File: src/rtl/sio_irq_pkg.sv
package sio_irq_pkg;

    localparam int NCH    = 2;
    localparam int CH_W   = (NCH > 1) ? $clog2(NCH) : 1;
    localparam int VEC_W  = 8;
    localparam int BIT_W  = $clog2(VEC_W);
    localparam int CODE_W = 3;
    localparam int MODE_W = 2;

    typedef logic [CH_W-1:0]  ch_idx_t;
    typedef logic [BIT_W-1:0] pbit_t;

    // source codes; the low vector position uses them directly,
    // the high position uses them bit-reversed
    typedef enum logic [CODE_W-1:0] {
        SRC_TX_B = 3'b000,
        SRC_RX_B = 3'b010,
        SRC_NONE = 3'b011,
        SRC_TX_A = 3'b100,
        SRC_RX_A = 3'b110
    } src_code_e;

    typedef struct packed {
        logic rx_pend;
        logic tx_pend;
        logic rx_svc;
        logic tx_svc;
        logic rx_avail;
        logic brk;
    } chan_state_t;

    typedef struct packed {
        chan_state_t [NCH-1:0] ch;
        logic [VEC_W-1:0]      pend;
        logic [VEC_W-1:0]      vec;
    } ctl_state_t;

    typedef struct packed {
        logic rx_ok;
        logic wr;
        logic rd;
        logic clr_tx;
        logic rst_ius;
        logic brk;
    } chan_evt_t;

    function automatic logic [VEC_W-1:0] encode_vec(src_code_e src, logic hi);
        logic [CODE_W-1:0] k;
        k = src;
        if (hi)
            return {1'b0, k[0], k[1], k[2], 4'b0000};
        return {4'b0000, k, 1'b0};
    endfunction

    function automatic pbit_t rx_bit(ch_idx_t c);
        return (c == ch_idx_t'(0)) ? pbit_t'(5) : pbit_t'(2);
    endfunction

    function automatic pbit_t tx_bit(ch_idx_t c);
        return (c == ch_idx_t'(0)) ? pbit_t'(4) : pbit_t'(1);
    endfunction

    function automatic src_code_e rx_src(ch_idx_t c);
        return (c == ch_idx_t'(0)) ? SRC_RX_A : SRC_RX_B;
    endfunction

    function automatic src_code_e tx_src(ch_idx_t c);
        return (c == ch_idx_t'(0)) ? SRC_TX_A : SRC_TX_B;
    endfunction

    function automatic logic rx_mode_on(logic [MODE_W-1:0] m);
        return (m == 2'b01) || (m == 2'b10);
    endfunction

    function automatic ctl_state_t post_rx(ctl_state_t s, ch_idx_t c, logic hi);
        ctl_state_t n;
        n = s;
        n.ch[c].rx_pend  = 1'b1;
        n.ch[c].rx_svc   = 1'b1;
        n.pend[rx_bit(c)] = 1'b1;
        n.vec = encode_vec(rx_src(c), hi);
        return n;
    endfunction

    function automatic ctl_state_t post_tx(ctl_state_t s, ch_idx_t c, logic hi,
                                           logic en);
        ctl_state_t n;
        n = s;
        n.ch[c].tx_pend = 1'b1;
        if (!n.ch[c].rx_svc) begin
            n.ch[c].tx_svc = 1'b1;
            if (en)
                n.pend[tx_bit(c)] = 1'b1;
            n.vec = encode_vec(tx_src(c), hi);
        end
        return n;
    endfunction

    function automatic ctl_state_t drop_rx(ctl_state_t s, ch_idx_t c, logic hi,
                                           logic en);
        ctl_state_t n;
        n = s;
        n.ch[c].rx_pend   = 1'b0;
        n.ch[c].rx_svc    = 1'b0;
        n.pend[rx_bit(c)] = 1'b0;
        n.vec = encode_vec(SRC_NONE, hi);
        if (n.ch[c].tx_pend)
            n = post_tx(n, c, hi, en);
        return n;
    endfunction

    function automatic ctl_state_t drop_tx(ctl_state_t s, ch_idx_t c, logic hi);
        ctl_state_t n;
        n = s;
        n.ch[c].tx_pend   = 1'b0;
        n.ch[c].tx_svc    = 1'b0;
        n.pend[tx_bit(c)] = 1'b0;
        n.vec = encode_vec(SRC_NONE, hi);
        if (n.ch[c].rx_pend)
            n = post_rx(n, c, hi);
        return n;
    endfunction

    function automatic ctl_state_t end_service(ctl_state_t s, ch_idx_t c, logic hi,
                                               logic en);
        ctl_state_t n;
        n = s;
        if (n.ch[c].rx_svc) begin
            n.ch[c].rx_svc = 1'b0;
            if (n.ch[c].tx_pend)
                n = post_tx(n, c, hi, en);
        end else begin
            n.ch[c].tx_svc = 1'b0;
        end
        return n;
    endfunction

    // fixed order: break, receive, write, read, clear-transmit, end-of-service
    function automatic ctl_state_t step_channel(ctl_state_t s, ch_idx_t c,
                                                chan_evt_t e, logic hi, logic en);
        ctl_state_t n;
        n = s;
        if (e.brk)
            n.ch[c].brk = 1'b1;
        if (e.rx_ok) begin
            n.ch[c].rx_avail = 1'b1;
            n = post_rx(n, c, hi);
        end
        if (e.wr) begin
            n.ch[c].tx_pend = 1'b0;
            n = post_tx(n, c, hi, en);
        end
        if (e.rd) begin
            n.ch[c].rx_avail = 1'b0;
            n = drop_rx(n, c, hi, en);
        end
        if (e.clr_tx)
            n = drop_tx(n, c, hi);
        if (e.rst_ius)
            n = end_service(n, c, hi, en);
        return n;
    endfunction

endpackage

File: src/rtl/sio_irq_chan_front.sv
module sio_irq_chan_front
    import sio_irq_pkg::*;
(
    input  logic      rx_strobe,
    input  logic      rx_enable,
    input  logic      rx_avail,
    input  logic      wr_strobe,
    input  logic      rd_strobe,
    input  logic      clr_tx_strobe,
    input  logic      rst_ius_strobe,
    input  logic      brk_strobe,
    output chan_evt_t evt
);

    always_comb begin
        evt         = '0;
        evt.rx_ok   = rx_strobe && rx_enable && !rx_avail;
        evt.wr      = wr_strobe;
        evt.rd      = rd_strobe;
        evt.clr_tx  = clr_tx_strobe;
        evt.rst_ius = rst_ius_strobe;
        evt.brk     = brk_strobe;
    end

endmodule

File: src/rtl/sio_irq_engine.sv
module sio_irq_engine
    import sio_irq_pkg::*;
(
    input  logic                  clk,
    input  logic                  rst,
    input  chan_evt_t [NCH-1:0]   evt,
    input  logic      [NCH-1:0]   tx_en,
    input  logic                  vec_hi,
    output ctl_state_t            state
);

    ctl_state_t cur_q;
    ctl_state_t nxt;

    always_comb begin
        nxt = cur_q;
        for (int c = 0; c < NCH; c++) begin
            nxt = step_channel(nxt, ch_idx_t'(c), evt[c], vec_hi, tx_en[c]);
        end
    end

    always_ff @(posedge clk) begin
        if (rst)
            cur_q <= '0;
        else
            cur_q <= nxt;
    end

    assign state = cur_q;

endmodule

File: src/rtl/sio_irq_chan_req.sv
module sio_irq_chan_req
    import sio_irq_pkg::*;
(
    input  chan_state_t         st,
    input  logic                tx_en,
    input  logic [MODE_W-1:0]   rx_mode,
    input  logic                brk_en,
    output logic                req
);

    logic tx_req;
    logic rx_req;
    logic brk_req;

    assign tx_req  = tx_en && st.tx_pend;
    assign rx_req  = rx_mode_on(rx_mode) && st.rx_pend;
    assign brk_req = brk_en && st.brk;
    assign req     = tx_req || rx_req || brk_req;

endmodule

File: src/rtl/sio_irq_vector_ctrl.sv
module sio_irq_vector_ctrl
    import sio_irq_pkg::*;
(
    input  logic                    clk,
    input  logic                    rst,
    input  logic [NCH-1:0]          rx_strobe,
    input  logic [NCH-1:0]          wr_strobe,
    input  logic [NCH-1:0]          rd_strobe,
    input  logic [NCH-1:0]          clr_tx_strobe,
    input  logic [NCH-1:0]          rst_ius_strobe,
    input  logic [NCH-1:0]          brk_strobe,
    input  logic [NCH-1:0]          rx_enable,
    input  logic [NCH-1:0]          tx_irq_en,
    input  logic [MODE_W*NCH-1:0]   rx_irq_mode,
    input  logic [NCH-1:0]          brk_irq_en,
    input  logic                    vec_hi_sel,
    output logic                    irq,
    output logic [VEC_W-1:0]        pend_flags,
    output logic [VEC_W-1:0]        int_vector,
    output logic [NCH-1:0]          rx_avail,
    output logic [NCH-1:0]          brk_seen
);

    chan_evt_t [NCH-1:0] evt;
    ctl_state_t          state;
    logic      [NCH-1:0] req;

    for (genvar c = 0; c < NCH; c++) begin : g_chan
        sio_irq_chan_front u_front (
            .rx_strobe      (rx_strobe[c]),
            .rx_enable      (rx_enable[c]),
            .rx_avail       (state.ch[c].rx_avail),
            .wr_strobe      (wr_strobe[c]),
            .rd_strobe      (rd_strobe[c]),
            .clr_tx_strobe  (clr_tx_strobe[c]),
            .rst_ius_strobe (rst_ius_strobe[c]),
            .brk_strobe     (brk_strobe[c]),
            .evt            (evt[c])
        );

        sio_irq_chan_req u_req (
            .st      (state.ch[c]),
            .tx_en   (tx_irq_en[c]),
            .rx_mode (rx_irq_mode[MODE_W*c +: MODE_W]),
            .brk_en  (brk_irq_en[c]),
            .req     (req[c])
        );

        assign rx_avail[c] = state.ch[c].rx_avail;
        assign brk_seen[c] = state.ch[c].brk;
    end

    sio_irq_engine u_engine (
        .clk    (clk),
        .rst    (rst),
        .evt    (evt),
        .tx_en  (tx_irq_en),
        .vec_hi (vec_hi_sel),
        .state  (state)
    );

    assign irq        = |req;
    assign pend_flags = state.pend;
    assign int_vector = state.vec;

endmodule

File: config.mk
export PLATFORM = sky130hd
export DESIGN_NAME = sio_irq_vector_ctrl
export DESIGN_NICKNAME = d
export VERILOG_FILES = /design/src/rtl/sio_irq_pkg.sv /design/src/rtl/sio_irq_chan_front.sv /design/src/rtl/sio_irq_engine.sv /design/src/rtl/sio_irq_chan_req.sv /design/src/rtl/sio_irq_vector_ctrl.sv
export SDC_FILE = /design/constraint.sdc
export NUM_CORES = 1
export LEC_CHECK = 0
export BUFFER_PORTS_ARGS = -buffer_cell sky130_fd_sc_hd__buf_2
export CAP_MARGIN = 20
export CORE_MARGIN = 2
export CORE_UTILIZATION = 46
export CTS_BUF_LIST = sky130_fd_sc_hd__clkbuf_4
export DETAILED_ROUTE_END_ITERATION = 6
export GPL_TIMING_DRIVEN = 0
export PLACE_DENSITY = 0.77
export SLEW_MARGIN = 20
export SYNTH_ARGS = -nofsm -noshare
export SYNTH_HDL_FRONTEND = slang
export SYNTH_SLANG_ARGS = --single-unit
File: constraint.sdc
create_clock -name clk -period 2 [get_ports clk]
set_clock_uncertainty 0.2 [all_clocks]
set_input_delay 0 -clock clk [delete_from_list [all_inputs] [get_ports clk]]
set_output_delay 0 -clock clk [all_outputs]
set_load 0.005 [all_outputs]
==> results.yml, run 1 <==
status:
  outcome: "complete, no violations"
sta:
  finalCritPeriodShare_pct: 99.6
  slew_headroom_pct: 65.2
  fmax_mhz: 502
  rsz0062_at_grt: "true"
  min_period_ns: 1.99
  slew_viol_final: 0
  setup_viol: 0
  finalHoldViolations: 0
  tightest_slew_ns: 0.515
drt:
  drc_errors: 0
  num_vias: 1496
  drtIter0Drc: 44
  m1WireLength_um: 1680
  routed.top_layer: "met4"
  dr_wl_met3_um: 202
  dr_wl_met2_um: 1980
  drt-total-wl_um: 3880
  viasPerCell: 5.78
  final_antenna_net_count: 0
  post_drt_wl_per_cell_um: 15.0
  first_pass_iters: 4
cells_and_area:
  fillers: 217
  design_area_um2: 1910
  diodes: 0
  num-nets-final: 254
  drive_above_1_share_pct: 31.6
  syn_to_final_growth_pct: 45.1
  largest_register_ff_count: 22
  instances_no_fill: 259
worst_setup_path:
  cp-end-kind: "register"
  cp-start-kind: "register"
  cp.arrival_ns: 2.00
  path_class: "register to register"
  path_max_fanout: 6
  cp.required_ns: 2.01
clock_network:
  cts_sinks: 22
  cts.root.buffer_cell: "clkbuf_4"
  numCtsBuffers: 3
  clock_latency_ns: 0.31
  clockBufferDepth: 2
  h-tree-depth: 1
  cts_tree: "done"
  cts.reportedPaths.clkPinSlew_ns: 0.13
placement:
  port_buffers: 41
  place_area_um2: 1570
  dpl.hpwl_um: 2660
  dp_cells: 230
  gp_congestion: 0.966
grt:
  gr-usage-all-layers_pct: 23.3
  grt_pass1_vias: 1421
  grt_max_degree: 14
  grt_overflow: 0
  grt_pass1_wl_um: 6150
  antenna_found_initial: 0
synth:
  ys_async_sr_fraction_pct: 0
  synthCells: 155
  synth-main-ff-cell: "dfxtp_1"
  synth_edf_count: 0
  synthesis.area_um2: 1310
  synth-seq-cells: 22
  yosysUniqueCellTypes: 49
  ys_warn_count: 0
  synth-seq-area-share_pct: 33.5
  syn_area_per_cell_um2: 8.48
power_and_ir_drop:
  p_leak_nw: 0.795
  power_density_nw_per_um2: 558
  ir_drop_mv: 0.420
floorplanning:
  io_pins: 46
  rows: 19
  die_x_um: 57.4
  start_util_pct: 48.1
  die_area_um2: 3300
  core_um2: 2730
  die_height_um: 57.4
min_path:
  min_path_type: "primary input to register"
job:
  maxCapViolations: 0
## per-layer routing
layer	global-route usage [%]	vias up
met5	0	-
met4	5.65	0
met3	3.40	2
met2	40.1	52
met1	30.5	713
li1	-	729
## cell families (layout without fill, tap and decap cells)
kind of cell,Yosys count,after routing,share of synthesized area (%)
compound gates,55,55,32.9
xor+xnor,2,2,1.33
buf+inv,25,95,9.43
flops,22,22,33.5
other cells,1,4,0.285
simple gates,50,50,22.6
## final cells by class
cell class                      instances  area (µm²)  share of cell area, %
Buffer                                 18        98.8                   5.18
Clock buffer                            3        22.5                   1.18
Clock inverter                          1        30.0                   1.57
Inverter                                7        26.3                   1.38
Multi-Input combinational cell        111         798                   41.9
Sequential cell                        22         443                   23.2
Tap cell                               31        38.8                   2.03
Timing Repair Buffer                   66         449                   23.6
## synth_stat cells (2+ instances only)
cell	number	area (µm²)
inv_1	7	26.3
nor3_1	7	35.0
o2111ai_1	2	17.5
a21o_1	2	15.0
nand3_1	2	10.0
clkbuf_1	8	30.0
nor2_1	14	52.6
o21a_1	2	15.0
buf_1	2	7.51
buf_4	8	60.1
o22ai_1	2	12.5
o211ai_1	6	45.0
a21oi_1	9	45.0
xor2_1	2	17.5
nor4_1	2	12.5
a2111oi_0	3	26.3
o311ai_0	2	17.5
a211oi_1	5	37.5
nand2_1	4	15.0
nand2b_1	3	18.8
and4_1	4	35.0
dfxtp_1	22	440
a21boi_0	3	22.5
a31oi_1	3	18.8
nand3b_1	3	22.5
a22oi_1	2	15.0
o21ai_0	3	15.0
nor2b_1	2	12.5
## per-stage QoR
step	util, %	power (mW)	hold WS, ns	TNS (ns)	worst slack, ns
2_1_floorplan	-	0.601	-0.121	0	0.0855
3_3_place_gp	57.4	0.671	-0.00687	-0.0182	-0.0182
3_5_place_dp	57.4	0.679	0.00528	-0.0192	-0.0192
4_1_cts	67.4	1.06	0.0258	-0.0215	-0.0215
5_1_grt	69.7	1.11	0.0250	-0.207	-0.0651
6_report	69.7	1.06	0.0145	0	0.00716
## cell usage in the layout (no fill, tap or decap), types with 3 or more instances in the layout
cell / netlist / layout
a211oi_1: 5 / 5
a21boi_0: 3 / 3
a21oi_1: 9 / 7
a31oi_1: 3 / 3
and4_1: 4 / 4
buf_2: 0 / 41
buf_4: 8 / 11
clkbuf_1: 8 / 7
clkbuf_4: 0 / 3
conb_1: 1 / 4
dfxtp_1: 22 / 20
dlygate4sd3_1: 0 / 21
inv_1: 7 / 7
nand2_1: 4 / 4
nand2b_1: 3 / 3
nand3b_1: 3 / 3
nor2_1: 14 / 13
nor3_1: 7 / 7
o211ai_1: 6 / 6
o21ai_0: 3 / 3
## critical path: stages (launching register included)
cell and delay, ns:
dfxtp_2 0.35, buf_4 0.13, nand3b_4 0.19, a21o_1 0.21
or4b_1 0.50, a2111oi_2 0.31
## path summary, 6_finish.rpt
path,from,to,slack [ns],cells after the start
worst min register to register,u_engine.state[12]$_SDFF_PP0_,u_engine.state[12]$_SDFF_PP0_,0.29,1
worst min-delay path,wr_strobe[1],u_engine.state[9]$_SDFF_PP0_,0.01,5
worst max register to register,u_engine.state[23]$_SDFFE_PP0P_,u_engine.state[0]$_SDFF_PP0_,0.007,5
worst max-delay path,u_engine.state[23]$_SDFFE_PP0P_,u_engine.state[0]$_SDFF_PP0_,0.007,5
## timing repair
item / CTS / global route
buffers inserted: 0 / 4
gates resized for setup: 2 / 10
endpoints found under the setup margin: 2 / 6
endpoints found under the hold margin: 17 / 0
hold buffers: 21 / 0
pin swaps: 0 / 4
## power breakdown
| part | internal [mW] | switching [mW] | total [mW] |
|---|---|---|---|
| sequential | 0.456 | 0.0138 | 0.470 |
| clock | 0.202 | 0.140 | 0.342 |
| combinational | 0.125 | 0.126 | 0.251 |
No activity file was read; power rests on OpenSTA's default activity.
==> run 2: changes to the inputs <==
--- a/config.mk
+++ b/config.mk
@@ -7,6 +7,7 @@
 export LEC_CHECK = 0
 export BUFFER_PORTS_ARGS = -buffer_cell sky130_fd_sc_hd__buf_2
 export CAP_MARGIN = 20
+export CORE_ASPECT_RATIO = 2
 export CORE_MARGIN = 2
 export CORE_UTILIZATION = 46
 export CTS_BUF_LIST = sky130_fd_sc_hd__clkbuf_4
==> results.yml, run 2 (synthesis gave the netlist of run 1 again) <==
status:
  outcome: "complete, no violations"
floorplanning:
  start_util_pct: 48.0
  io_pins: 46
  die_height_um: 79.6
  core_um2: 2740
  die_area_um2: 3330
  rows: 27
  die_x_um: 41.8
worst_setup_path:
  cp-end-kind: "register"
  path_max_fanout: 6
  cp.required_ns: 2.06
  crit_start: "u_engine.state[27]$_SDFF_PP0_"
  cp.arrival_ns: 2.04
  reg2regPathDepth: 5
  path_class: "register to register"
  r2r_slack_ns: 0.02
  cp-start-kind: "register"
  r2r-end: "u_engine.state[4]$_SDFF_PP0_"
  r2r_start: "u_engine.state[27]$_SDFF_PP0_"
drt:
  post_drt_wl_per_cell_um: 15.9
  drtIter0Drc: 40
  dr_wl_met3_um: 167
  final_antenna_net_count: 0
  drt-total-wl_um: 4040
  m1WireLength_um: 1400
  first_pass_iters: 4
  viasPerCell: 5.97
  routed.top_layer: "met4"
  drc_errors: 0
  num_vias: 1517
  dr_wl_met2_um: 2290
grt:
  antenna_found_initial: 0
  grt_pass1_wl_um: 6630
  grt_max_degree: 14
  gr-usage-all-layers_pct: 25.1
  grt_pass1_vias: 1613
  grt_overflow: 0
placement:
  place_area_um2: 1570
  dpl.hpwl_um: 2880
  port_buffers: 41
  dpl_worst_slack_ns: -0.0812
  dp_cells: 228
  gp_congestion: 0.899
power_and_ir_drop:
  ir_drop_mv: 0.519
  swShare_pct: 27.0
  p_int_mw: 0.779
  power_density_nw_per_um2: 565
  seqPwrFrac_pct: 44.0
  power_frac_comb_pct: 23.2
  p_leak_nw: 0.783
  power_switching_mw: 0.289
  pwr-share-clk_pct: 32.8
clock_network:
  cts.root.buffer_cell: "clkbuf_4"
  h-tree-depth: 1
  cts_sinks: 22
  clockBufferDepth: 2
  clock_latency_ns: 0.32
  numCtsBuffers: 3
  cts.reportedPaths.clkPinSlew_ns: 0.14
  cts_tree: "done"
sta:
  setup_viol: 0
  finalHoldViolations: 0
  slew_viol_final: 0
  fin_ws_ns: 0.0204
  min_period_ns: 1.98
  setup_tns_ns: 0
  fmax_mhz: 505
  finalCritPeriodShare_pct: 99.0
cells_and_area:
  num-nets-final: 251
  mostFrequentLayoutCells: "41 x buf_2, 20 x dlygate4sd3_1, 20 x dfxtp_1"
  largest_register_ff_count: 22
  design_area_um2: 1890
  syn_to_final_growth_pct: 43.8
  final_util_pct: 69.0
  layout_commonest_cell: "buf_2"
  multiInputGateArea_um2: 812
  drive_above_1_share_pct: 31.1
  final-seq-area_um2: 443
  instances_no_fill: 254
  diodes: 0
  fillers: 250
min_path:
  min_to: "u_engine.state[13]$_SDFF_PP0_"
  hold_start: "rx_strobe[0]"
  min_path_type: "primary input to register"
  whs_path_depth: 4
job:
  maxCapViolations: 0
run 2: how the worst max path moves through the flow:
stage | end | slack, ns | cells past startpoint
2_1_floorplan | u_engine.state[7]$_SDFF_PP0_ | 0.09 | 4
3_3_place_gp | u_engine.state[0]$_SDFF_PP0_ | -0.06 | 4
3_5_place_dp | u_engine.state[0]$_SDFF_PP0_ | -0.08 | 4
4_1_cts | u_engine.state[0]$_SDFF_PP0_ | 0.02 | 5
5_1_grt | u_engine.state[4]$_SDFF_PP0_ | -0.02 | 5
6_report | u_engine.state[4]$_SDFF_PP0_ | 0.02 | 5
run 2: cell type report:
| class | instances | area share, % |
|---|---|---|
| inverter | 7 | 1.39 |
| clock buffer | 3 | 1.19 |
| buffer | 18 | 5.23 |
| sequential | 22 | 23.4 |
| multi-input combinational | 111 | 43.0 |
| clock inverter | 1 | 1.59 |
| tap | 29 | 1.92 |
| timing repair buffer | 63 | 22.3 |
run 2: power by group through the flow:
stage,Combinational (mW),Sequential (mW),Clock [mW]
3_3_place_gp,0.197,0.479,0
4_1_cts,0.237,0.470,0.354
2_1_floorplan,0.124,0.477,0
5_1_grt,0.273,0.472,0.361
6_report,0.248,0.470,0.350
3_5_place_dp,0.201,0.480,0
run 2: layer usage:
metal | vias to the layer above | track usage [%]
met5 | - | 0
met4 | 0 | 17.1
met3 | 21 | 2.71
met2 | 62 | 47.3
met1 | 708 | 24.3
li1 | 726 | -
run 2: metrics by stage:
stage	total power [mW]	hold slack (ns)
final	1.07	0.147
after global routing	1.11	0.173
after CTS	1.06	0.160
after detailed placement	0.681	-0.000643
after global placement	0.675	-0.0121
after floorplan	0.601	-0.121
run 2: repair_timing:
item	4_1_cts	5_1_grt
endpoints found under the setup margin	2	7
resized for setup	4	8
pin swaps	3	1
hold endpoints to repair	17	0
buffers inserted	2	0
hold buffers	20	0
run 2: critical path, stage by stage, from the launching register on:
cell	delay [ns]
dfxtp_1	0.38
a21oi_1	0.38
a2111oi_4	0.17
or4_4	0.54
buf_4	0.16
a21oi_1	0.10
==> run 3: changes to the inputs <==
--- a/config.mk
+++ b/config.mk
@@ -8,12 +8,12 @@
 export BUFFER_PORTS_ARGS = -buffer_cell sky130_fd_sc_hd__buf_2
 export CAP_MARGIN = 20
 export CORE_ASPECT_RATIO = 2
-export CORE_MARGIN = 2
+export CORE_MARGIN = 4
 export CORE_UTILIZATION = 46
 export CTS_BUF_LIST = sky130_fd_sc_hd__clkbuf_4
 export DETAILED_ROUTE_END_ITERATION = 6
 export GPL_TIMING_DRIVEN = 0
-export PLACE_DENSITY = 0.77
+export PLACE_DENSITY = 0.82
 export SLEW_MARGIN = 20
 export SYNTH_ARGS = -nofsm -noshare
 export SYNTH_HDL_FRONTEND = slang
==> results.yml, run 3 (synthesis gave the netlist of run 1 again) <==
clock_network:
  clock_latency_ns: 0.33
  cts.root.buffer_cell: "clkbuf_4"
  cts_tree: "done"
  h-tree-depth: 1
  numCtsBuffers: 3
  clockBufferDepth: 2
  cts_sinks: 22
  cts.reportedPaths.clkPinSlew_ns: 0.13
sta:
  fin_ws_ns: -0.0196
  slew_viol_final: 0
  holdWs_ns: 0.136
  finalHoldViolations: 0
  finalCritPeriodShare_pct: 101
  tightest_slew_ns: 0.524
  setup_viol: 1
  fmax_mhz: 495
  min_period_ns: 2.02
  setup_tns_ns: -0.0196
  rsz0062_at_grt: "true"
  slew_headroom_pct: 65.1
worst_setup_path:
  r2r_slack_ns: -0.02
  worst-path-buf-inv: 0
  path_max_fanout: 3
  cp_slowest_cell: "a2111oi_1"
  crit_family: "compound AO/OA/AOI/OAI gates"
  slowest_delay_ns: 0.54
  cp-start-kind: "register"
  cp-end-kind: "register"
  cp.required_ns: 2.07
  path_class: "register to register"
  cp.arrival_ns: 2.09
  path_cells: "or3b_2 > a2111oi_1 > o211ai_1 > a21oi_1"
drt:
  first_pass_iters: 5
  post_drt_wl_per_cell_um: 17.0
  final_antenna_net_count: 0
  drc_errors: 0
  viasPerCell: 6.07
  drtIter0Drc: 72
  drt-total-wl_um: 4390
  num_vias: 1566
floorplanning:
  io_pins: 46
  start_util_pct: 48.0
  core_um2: 2740
  rows: 27
  die_area_um2: 3830
  die_x_um: 45.8
  die_height_um: 83.6
power_and_ir_drop:
  fin_total_pwr_mw: 1.09
  ir_drop_mv: 0.486
  p_leak_nw: 0.801
  power_density_nw_per_um2: 567
cells_and_area:
  drive_above_1_share_pct: 31.4
  mostFrequentLayoutCells: "41 x buf_2, 21 x dlygate4sd3_1, 20 x dfxtp_1"
  largest_register_ff_count: 22
  num-nets-final: 255
  layout_commonest_cell: "buf_2"
  fillers: 228
  diodes: 0
  syn_to_final_growth_pct: 46.2
  multiInputGateArea_um2: 812
  final-seq-area_um2: 443
min_path:
  min_path_type: "primary input to register"
job:
  maxCapViolations: 0
grt:
  grt_overflow: 0
  antenna_found_initial: 0
  grt_max_degree: 14
  gr-usage-all-layers_pct: 23.7
  grt_pass1_vias: 1580
  grt_pass1_wl_um: 6940
status:
  outcome: "finished, violations left"
  violations: "setup timing"
placement:
  dpl.hpwl_um: 2950
  port_buffers: 41
  gp_congestion: 0.943
## run 3: path summary, 6_finish.rpt
path | end | cells after the start | from
setup / recovery | u_engine.state[6]$_SDFF_PP0_ | 4 | u_engine.state[26]$_SDFF_PP0_
hold / removal | u_engine.state[21]$_SDFF_PP0_ | 5 | rx_strobe[0]
setup reg to reg | u_engine.state[6]$_SDFF_PP0_ | 4 | u_engine.state[26]$_SDFF_PP0_
hold reg to reg | u_engine.state[22]$_SDFF_PP0_ | 2 | u_engine.state[22]$_SDFF_PP0_
## run 3: worst min-delay path, stage by stage
cell	delay [ns]
buf_2	0.11
and3b_1	0.17
clkbuf_1	0.19
nor2_1	0.13
nor3_1	0.04
## run 3: cell type report
class                   count  area share (%)
flip-flops and latches     22            23.1
well taps                  29            1.89
repair buffers             67            23.6
multi-input cells         111            42.3
inverters                   7            1.37
clock buffers               3            1.17
plain buffers              18            5.08
clock inverters             1            1.56
## run 3: power breakdown
group	switching (mW)	internal (mW)	total (mW)
Combinational	0.131	0.127	0.257
Sequential	0.0144	0.456	0.471
Clock	0.157	0.203	0.360
## run 3: timing repair
action,4_1_cts,5_1_grt
gates resized for setup,6,5
pin swaps,0,1
hold endpoints to repair,16,0
cloned,0,0
hold buffers,21,0
buffers inserted,1,4
setup endpoints to repair,3,9
## run 3: through the flow
| stage | area, µm² | setup slack, ns | util [%] | std cells |
|---|---|---|---|---|
| finish | 1920 | -0.0196 | 70.2 | 258 |
| global placement | 1570 | -0.0545 | 57.2 | 228 |
| floorplan | 1330 | 0.0855 | - | 158 |
| global route | 1920 | -0.0676 | 70.2 | 258 |
| CTS | 1870 | 0.00505 | 68.3 | 254 |
| detailed placement | 1570 | -0.203 | 57.2 | 228 |
## run 3: per-layer routing
layer  track usage [%]  routed length (µm)  vias up  part of all wire [%]
met5                 0                   0        -                     0
met4              16.8                 231        0                   5.3
met3              2.59                 245       23                   5.6
met2              41.4                2440       83                    56
met1              23.6                1470      733                    34
li1                  -                   -      727                     -
